<file path="config.mk">
export PLATFORM = sky130hd
export DESIGN_NAME = npc_unit
export DESIGN_NICKNAME = d
export VERILOG_FILES = /design/src/rtl/npc_pkg.sv /design/src/rtl/npc_decode.sv /design/src/rtl/npc_cond.sv /design/src/rtl/npc_target.sv /design/src/rtl/npc_unit.sv
export SDC_FILE = /design/constraint.sdc
export NUM_CORES = 1
export LEC_CHECK = 0
export BUFFER_PORTS_ARGS = -buffer_cell sky130_fd_sc_hd__buf_2
export CAP_MARGIN = 15
export CORE_ASPECT_RATIO = 0.5
export CORE_MARGIN = 4
export CORE_UTILIZATION = 55
export DETAILED_ROUTE_END_ITERATION = 7
export PLACE_DENSITY = 0.91
export SETUP_SLACK_MARGIN = 0.3
export SLEW_MARGIN = 40
export SYNTH_ARGS = -nofsm -noshare
export SYNTH_HDL_FRONTEND = slang
export SYNTH_HIERARCHICAL = 1
export SYNTH_SLANG_ARGS = --single-unit
</file>
<file path="constraint.sdc">
create_clock -name vclk -period 11.27
set_clock_uncertainty 0.15 [all_clocks]
set_input_delay 0.5635 -clock vclk [all_inputs]
set_output_delay 0.5635 -clock vclk [all_outputs]
set_load 0.1 [all_outputs]
</file>
<file path="src/rtl/npc_pkg.sv">
package npc_pkg;

   localparam int OP_W = 6;
   localparam int FN_W = 6;

   localparam logic [OP_W-1:0] OPC_SPECIAL = 6'b000000;
   localparam logic [OP_W-1:0] OPC_J       = 6'b000010;
   localparam logic [OP_W-1:0] OPC_JAL     = 6'b000011;
   localparam logic [OP_W-1:0] OPC_BEQ     = 6'b000100;
   localparam logic [OP_W-1:0] OPC_BNE     = 6'b000101;
   localparam logic [OP_W-1:0] OPC_BLEZ    = 6'b000110;
   localparam logic [OP_W-1:0] OPC_BGTZ    = 6'b000111;

   localparam logic [FN_W-1:0] FN_JR       = 6'b001000;
   localparam logic [FN_W-1:0] FN_JALR     = 6'b001001;

   typedef enum logic [3:0] {
      FLOW_SEQ,
      FLOW_BR_EQ,
      FLOW_BR_NE,
      FLOW_BR_LEZ,
      FLOW_BR_GTZ,
      FLOW_JUMP,
      FLOW_CALL,
      FLOW_RJUMP,
      FLOW_RCALL
   } flow_e;

endpackage

</file>
<file path="src/rtl/npc_decode.sv">
module npc_decode
   import npc_pkg::*;
(
   input  logic [OP_W-1:0] opcode_i,
   input  logic [FN_W-1:0] funct_i,
   output flow_e           flow_o,
   output logic            is_cond_o,
   output logic            is_link_o
);

   always_comb begin
      flow_o = FLOW_SEQ;
      unique case (opcode_i)
         OPC_BEQ  : flow_o = FLOW_BR_EQ;
         OPC_BNE  : flow_o = FLOW_BR_NE;
         OPC_BLEZ : flow_o = FLOW_BR_LEZ;
         OPC_BGTZ : flow_o = FLOW_BR_GTZ;
         OPC_J    : flow_o = FLOW_JUMP;
         OPC_JAL  : flow_o = FLOW_CALL;
         OPC_SPECIAL : begin
            if (funct_i == FN_JR)        flow_o = FLOW_RJUMP;
            else if (funct_i == FN_JALR) flow_o = FLOW_RCALL;
            else                         flow_o = FLOW_SEQ;
         end
         default  : flow_o = FLOW_SEQ;
      endcase
   end

   assign is_cond_o = (flow_o == FLOW_BR_EQ)  || (flow_o == FLOW_BR_NE) ||
                      (flow_o == FLOW_BR_LEZ) || (flow_o == FLOW_BR_GTZ);
   assign is_link_o = (flow_o == FLOW_CALL)   || (flow_o == FLOW_RCALL);

   // register jumps only come from the special opcode space
   always_comb begin
      if ((flow_o == FLOW_RJUMP) || (flow_o == FLOW_RCALL))
         assert_rjump_special_R6 : assert (opcode_i == OPC_SPECIAL)
            else $error("register jump decoded from a non-special opcode");
      if (is_cond_o)
         assert_cond_not_link_R7 : assert (!is_link_o)
            else $error("conditional branch flagged as a call");
   end

endmodule

</file>
<file path="src/rtl/npc_cond.sv">
module npc_cond
   import npc_pkg::*;
#(
   parameter int XLEN          = 32,
   parameter bit ZERO_BY_SIGN  = 1'b1,
   parameter bit EQ_BY_XOR     = 1'b1
)(
   input  flow_e            flow_i,
   input  logic [XLEN-1:0]  rs_i,
   input  logic [XLEN-1:0]  rt_i,
   output logic             taken_o
);

   logic ops_equal;
   logic rs_le_zero;

   generate
      if (EQ_BY_XOR) begin : g_eq_xor
         assign ops_equal = ~|(rs_i ^ rt_i);
      end else begin : g_eq_cmp
         assign ops_equal = (rs_i == rt_i);
      end

      if (ZERO_BY_SIGN) begin : g_zero_sign
         assign rs_le_zero = rs_i[XLEN-1] | ~|rs_i;
      end else begin : g_zero_cmp
         assign rs_le_zero = ($signed(rs_i) <= $signed({XLEN{1'b0}}));
      end
   endgenerate

   always_comb begin
      unique case (flow_i)
         FLOW_BR_EQ  : taken_o = ops_equal;
         FLOW_BR_NE  : taken_o = ~ops_equal;
         FLOW_BR_LEZ : taken_o = rs_le_zero;
         FLOW_BR_GTZ : taken_o = ~rs_le_zero;
         FLOW_JUMP, FLOW_CALL, FLOW_RJUMP, FLOW_RCALL : taken_o = 1'b1;
         default     : taken_o = 1'b0;
      endcase
   end

   // a negative operand can never satisfy the strictly-positive branch
   always_comb begin
      if ((flow_i == FLOW_BR_GTZ) && rs_i[XLEN-1])
         assert_gtz_negative_R3 : assert (!taken_o)
            else $error("positive branch taken on a negative operand");
      if (flow_i == FLOW_SEQ)
         assert_seq_not_taken_R1 : assert (!taken_o)
            else $error("sequential flow reported as taken");
   end

endmodule

</file>
<file path="src/rtl/npc_target.sv">
module npc_target #(
   parameter int XLEN       = 32,
   parameter int IMM_W      = 16,
   parameter int JIDX_W     = 26,
   parameter int INSN_BYTES = 4
)(
   input  logic [XLEN-1:0]   pc_i,
   input  logic [IMM_W-1:0]  imm_i,
   input  logic [JIDX_W-1:0] jidx_i,
   output logic [XLEN-1:0]   seq_pc_o,
   output logic [XLEN-1:0]   br_pc_o,
   output logic [XLEN-1:0]   jmp_pc_o
);

   localparam int ALIGN_SH = $clog2(INSN_BYTES);
   localparam int REGION_W = JIDX_W + ALIGN_SH;
   localparam logic [XLEN-1:0] ONE       = {{(XLEN-1){1'b0}}, 1'b1};
   localparam logic [XLEN-1:0] STEP      = ONE << ALIGN_SH;
   localparam logic [XLEN-1:0] LOW_MASK  = (ONE << REGION_W) - ONE;

   logic [XLEN-1:0] disp;
   logic [XLEN-1:0] region_off;

   assign seq_pc_o   = pc_i + STEP;
   assign disp       = {{(XLEN-IMM_W){imm_i[IMM_W-1]}}, imm_i} << ALIGN_SH;
   assign br_pc_o    = seq_pc_o + disp;
   assign region_off = {{(XLEN-JIDX_W){1'b0}}, jidx_i} << ALIGN_SH;
   assign jmp_pc_o   = (pc_i & ~LOW_MASK) | region_off;

   // aligned PC in, aligned targets out
   always_comb begin
      if (pc_i[ALIGN_SH-1:0] == '0) begin
         assert_branch_aligned_R4 : assert (br_pc_o[ALIGN_SH-1:0] == '0)
            else $error("branch target lost alignment");
         assert_jump_aligned_R5 : assert (jmp_pc_o[ALIGN_SH-1:0] == '0)
            else $error("jump target lost alignment");
      end
   end

endmodule

</file>
<file path="src/rtl/npc_unit.sv">
module npc_unit
   import npc_pkg::*;
#(
   parameter int XLEN          = 32,
   parameter int IMM_W         = 16,
   parameter int JIDX_W        = 26,
   parameter int INSN_BYTES    = 4,
   parameter int REG_AW        = 5,
   parameter int LINK_REG      = 31,
   parameter bit ZERO_BY_SIGN  = 1'b1,
   parameter bit EQ_BY_XOR     = 1'b1
)(
   input  logic [XLEN-1:0]   pc_i,
   input  logic [OP_W-1:0]   opcode_i,
   input  logic [FN_W-1:0]   funct_i,
   input  logic [IMM_W-1:0]  imm_i,
   input  logic [JIDX_W-1:0] jidx_i,
   input  logic [XLEN-1:0]   rs_val_i,
   input  logic [XLEN-1:0]   rt_val_i,
   output logic [XLEN-1:0]   next_pc_o,
   output logic              redirect_o,
   output logic              link_we_o,
   output logic [REG_AW-1:0] link_addr_o,
   output logic [XLEN-1:0]   link_val_o
);

   localparam int ALIGN_SH = $clog2(INSN_BYTES);

   generate
      if (INSN_BYTES < 2 || (1 << ALIGN_SH) != INSN_BYTES) begin : g_bad_step
         $error("INSN_BYTES must be a power of two of at least 2");
      end
      if (JIDX_W + ALIGN_SH >= XLEN) begin : g_bad_jidx
         $error("jump index plus alignment must leave upper PC bits");
      end
      if (IMM_W >= XLEN) begin : g_bad_imm
         $error("immediate must be narrower than the PC");
      end
      if (LINK_REG >= (1 << REG_AW)) begin : g_bad_link
         $error("link register number does not fit REG_AW");
      end
   endgenerate

   flow_e           flow;
   logic            is_cond;
   logic            is_link;
   logic            taken;
   logic [XLEN-1:0] seq_pc;
   logic [XLEN-1:0] br_pc;
   logic [XLEN-1:0] jmp_pc;

   npc_decode u_decode (
      .opcode_i  (opcode_i),
      .funct_i   (funct_i),
      .flow_o    (flow),
      .is_cond_o (is_cond),
      .is_link_o (is_link)
   );

   npc_cond #(
      .XLEN         (XLEN),
      .ZERO_BY_SIGN (ZERO_BY_SIGN),
      .EQ_BY_XOR    (EQ_BY_XOR)
   ) u_cond (
      .flow_i  (flow),
      .rs_i    (rs_val_i),
      .rt_i    (rt_val_i),
      .taken_o (taken)
   );

   npc_target #(
      .XLEN       (XLEN),
      .IMM_W      (IMM_W),
      .JIDX_W     (JIDX_W),
      .INSN_BYTES (INSN_BYTES)
   ) u_target (
      .pc_i     (pc_i),
      .imm_i    (imm_i),
      .jidx_i   (jidx_i),
      .seq_pc_o (seq_pc),
      .br_pc_o  (br_pc),
      .jmp_pc_o (jmp_pc)
   );

   always_comb begin
      next_pc_o = seq_pc;
      unique case (flow)
         FLOW_BR_EQ, FLOW_BR_NE, FLOW_BR_LEZ, FLOW_BR_GTZ :
            next_pc_o = taken ? br_pc : seq_pc;
         FLOW_JUMP, FLOW_CALL   : next_pc_o = jmp_pc;
         FLOW_RJUMP, FLOW_RCALL : next_pc_o = rs_val_i;
         default                : next_pc_o = seq_pc;
      endcase
   end

   assign redirect_o  = taken;
   assign link_we_o   = is_link;
   assign link_addr_o = REG_AW'(LINK_REG);
   assign link_val_o  = seq_pc;

   always_comb begin
      if (!redirect_o)
         assert_no_redirect_seq_R1 : assert (next_pc_o == link_val_o)
            else $error("no redirect but next PC is not sequential");
      if (link_we_o)
         assert_link_redirects_R7 : assert (redirect_o)
            else $error("link write without a redirect");
      if (is_cond)
         assert_branch_no_link_R7 : assert (!link_we_o)
            else $error("branch raised the link write");
      if ((flow == FLOW_JUMP) || (flow == FLOW_CALL))
         assert_jump_region_R5 : assert (next_pc_o[XLEN-1:JIDX_W+ALIGN_SH] ==
                                         pc_i[XLEN-1:JIDX_W+ALIGN_SH])
            else $error("jump left the current PC region");
   end

endmodule

</file>
# Yosys cells after proc, flatten, opt, wreduce, memory -nomap -nowiden
# Index checks and enable logic that the tools add are counted.
[word_totals]
ff_bits = 0
elab_cells = 38
[op_classes]
n_reduce_logical = 10
add_sub_neg = 2
n_mux = 6
bitwise = 4
n_eq_ne = 16
[ops]
columns = ["cell", "count"]
rows = [
  ["$pmux W32 S3", 1],
  ["$reduce_or A32 Y1", 2],
  ["$add A32 B3 Y32 const B", 1],
  ["$add A32 B32 Y32", 1],
  ["$mux W32", 1],
  ["$or A32 B28 Y32", 1],
  ["$xor A32 B32 Y32", 1],
  ["$pmux W4 S7", 1],
  ["$eq A6 B3 Y1 const B", 4],
  ["$eq A4 B3 Y1 const B", 4],
  ["$eq A6 B2 Y1 const B", 2],
  ["$eq A6 B4 Y1 const B", 2],
  ["$eq A4 B2 Y1 const B", 2],
  ["$mux W4", 2],
  ["$reduce_or A4 Y1", 2],
  ["$logic_not A6 Y1", 1],
  ["$pmux W1 S5", 1],
  ["$eq A4 B1 Y1 const B", 1],
  ["$eq A4 B4 Y1 const B", 1],
  ["$reduce_or A2 Y1", 2],
  ["$logic_not A1 Y1", 2],
  ["$logic_or A1 B1 Y1", 1],
  ["$not A1 Y1", 1],
  ["$or A1 B1 Y1", 1],
]

# Depth between registers and ports, before layout
[depth]
ltp_word = 9
ltp_mapped = 19
ltp_nobuf = 17

# Hierarchy
# Netlist, hierarchy kept.
[by_module_without_submodules]
columns = ["mod", "cells_each", "area_per_inst_um2", "n_inst"]
rows = [
  ["npc_target", 353, 2498.6, 1],
  ["npc_unit", 265, 1926.8, 1],
  ["npc_cond", 65, 508.0, 1],
  ["npc_decode", 23, 151.4, 1],
]

# Worst setup path before layout
# No wires, ideal clock.
[synth_path]
path_kind = "input to output"
startpoint = "input pc_i[4]"
endpoint = "output next_pc_o[25]"
t_arrival_ns = 6.532
setup_slack_ns = 4.025
stages = 19
required_ns = 10.557
path_buffers = 2
path_cell_list = "and4_1 buf_2 and3_1 buf_4 clkinv_1 nor2_1 nand3_1 xnor2_1 ha_1 o21ai_0 a21oi_1 a2111oi_0 o211a_1 or2_1 xnor2_1 inv_1 a2111oi_0 a32oi_1 nor2_1"
[synth_between]
elab_chain_len = 4
[synth_lines]
columns = ["item", "line_no", "source"]
rows = [
  ["start, declared", "npc_unit.sv:13", "input logic [XLEN-1:0] pc_i,"],
  ["$add A32 B3 Y32", "npc_target.sv:24", "assign seq_pc_o = pc_i + STEP;"],
  ["via link_val_o[19]", "npc_unit.sv:24", "output logic [XLEN-1:0] link_val_o"],
  ["$add A32 B32 Y32", "npc_target.sv:26", "assign br_pc_o = seq_pc_o + disp;"],
  ["via br_pc[25]", "npc_unit.sv:49", "logic [XLEN-1:0] br_pc;"],
  ["$mux W32", "npc_unit.sv:89", "next_pc_o = taken ? br_pc : seq_pc;"],
  ["$pmux W32 S3", "npc_unit.sv:87", "unique case (flow)"],
  ["end, declared", "npc_unit.sv:20", "output logic [XLEN-1:0] next_pc_o,"],
]
# The timed path passes the listed nets, and every way through them passes these cells.

# Final worst setup path
[layout_path]
startpoint = "input pc_i[4]"
endpoint = "output next_pc_o[25]"
[layout_between]
elab_chain_len = 4
[layout_lines]
columns = ["item", "line_no"]
rows = [
  ["$add A32 B3 Y32", "npc_target.sv:24"],
  ["$add A32 B32 Y32", "npc_target.sv:26"],
  ["via br_pc[25]", "npc_unit.sv:49"],
  ["$mux W32", "npc_unit.sv:89"],
  ["$pmux W32 S3", "npc_unit.sv:87"],
]
# The timed path passes the listed nets, and every way through them passes these cells.

==> flow_metrics.tcl <==
set metrics [dict create \
    drive_gt1_share_pct 32.28 \
    setup_ws_ns 5.420 \
    post-place-ws_ns 5.718 \
    crit_type "primary input to output pin" \
    num_vias 6232 \
    grt_first_pass_wirelength_mm 28.46 \
    place_congestion 0.9950 \
    antenna_found_initial 0 \
    postCtsResizedCells 0 \
    dp_hpwl_mm 15.34 \
    p_int_uw 107.3 \
    num_rows 24 \
    seq_area_sq_um 0 \
    max-slew-margin-rel_pct 50.89 \
    coreArea_sq_um 8859 \
    drv_cap 0 \
    switching_power_uw 264.1 \
    nets 1041 \
    antenna_left 0 \
    avgSynthCellArea_sq_um 7.207 \
    fin_util_pct 66.23 \
    power.share.clock_pct 0 \
    fin_crit_ns 5.850 \
    dieHeight_microns 75.97 \
    drcViolationCount 0 \
    syn_area_sq_um 5081 \
    clkbuf_count 0 \
    required_ns 10.56 \
    io_pins 221 \
    postCtsSetupBuffers 0 \
    yosysWarnings 6 \
    tightest_slew_ns 0.7350 \
    max_freq_mhz 170.9 \
    final-hold-violation-count 0 \
    fillers 792 \
    powerDensity_nw_per_um2 63.31 \
    overflow 0 \
    numPortBuffers 216 \
    cp-end-kind "output pin" \
    seq_cell_count 0 \
    p_leak_nw 2.633 \
    grt_pass1_vias 5632 \
    rsz0062_at_grt "no" \
    fin_crit_sh_pct 51.91 \
    grt_max_degree 46 \
    avgRoutedWirePerCell_microns 19.16 \
    initial_utilization_pct 57.36 \
    seqPwrFrac_pct 0 \
    viasPerCell 6.412 \
    cp_data_arrival_time_ns 5.14 \
    sw_frac_of_total_pct 71.11 \
    chipWidth_microns 143.9 \
    firstDrtPassIters 5 \
    grt_util_all_layers_pct 31.11 \
    setup_violations 0 \
    netlist_instances 705 \
    combPwrFrac_pct 100.0 \
    area_delta_synth_final_pct 15.46 \
    die_area_sq_um 10930 \
    p_total_uw 371.4 \
    wirelength_mm 18.62 \
    ir_worst_vdd_uv 35.02 \
    cp_max_fo 6 \
    hp-class "primary input to output pin" \
    final-max-slew-violation-count 0 \
    antenna_cells 0 \
    run_status "finished clean" \
    tns_ns 0 \
    ctsHoldBuffers 0 \
    startpoint_type "primary input" \
    drtIter0Drc 685 \
]
-- per-layer routing --
metal	track usage [%]	up-vias	share of wire (%)
met3	4.591	55	12
met5	0	-	0
met1	41.90	2870	39
met2	51.53	413	46
li1	-	2894	-
met4	8.365	0	3.2
-- critical path, stage by stage --
cell       delay, ns
buf_2           0.12
and4_1          0.31
and3_1          0.34
clkinv_1        0.11
nor2_1          0.34
nand3_1         0.15
xnor2_1         0.27
ha_1            0.34
o21ai_0         0.18
a21oi_1         0.09
a2111oi_0       0.51
o211a_1         0.24
or2_1           0.14
xnor2_1         0.22
inv_1           0.07
a2111oi_0       0.48
a32oi_1         0.10
nor2_1          0.10
buf_2           0.43
-- cell usage in the layout, fill, tap and decap left out, types with 5 or more instances in the layout --
cell,instances
a2111oi_0,5
a211oi_1,5
a21o_1,7
a21oi_1,32
a221oi_1,5
a22o_1,28
a22oi_1,29
and3_1,7
and4_1,5
buf_2,216
conb_1,7
ha_1,33
inv_1,39
mux2_2,6
mux2_4,22
nand2_1,65
nand3_1,20
nand4_1,17
nor2_1,45
nor3_1,10
nor4_1,21
o211ai_1,30
o21a_1,6
o21ai_0,13
o21ai_1,9
or2_2,5
xnor2_1,41
xor2_1,47
-- layout make-up --
type | instances | area (sq um) | area share, %
Timing Repair Buffer | 220 | 1111 | 18.94
Tap cell | 117 | 146.4 | 2.495
Multi-Input combinational cell | 595 | 4459 | 76.01
Inverter | 40 | 150.1 | 2.559
-- per-stage QoR --
| step | hold slack [ns] | instance area, sq um | instances |
|---|---|---|---|
| finish | 1.382 | 5867 | 972 |
| global route | 1.393 | 5867 | 972 |
| CTS | 1.382 | 5867 | 972 |
| detailed placement | 1.382 | 5867 | 972 |
| global placement | 1.379 | 5851 | 972 |
| floorplan | 1.161 | 5100 | 710 |
-- power groups by stage --
stage               registers (mW)  logic (mW)  clock network (mW)
CTS                              0       0.365                   0
detailed placement               0       0.363                   0
floorplan                        0       0.283                   0
global placement                 0       0.359                   0
global route                     0       0.392                   0
finish                           0       0.371                   0
-- worst paths after layout --
check,start,end,slack (ns),cells after the start
worst min-delay path,pc_i[0],link_val_o[0],1.38,2
worst max-delay path,pc_i[4],next_pc_o[25],5.42,19
Note: power is estimated with default switching activity, not from simulation.
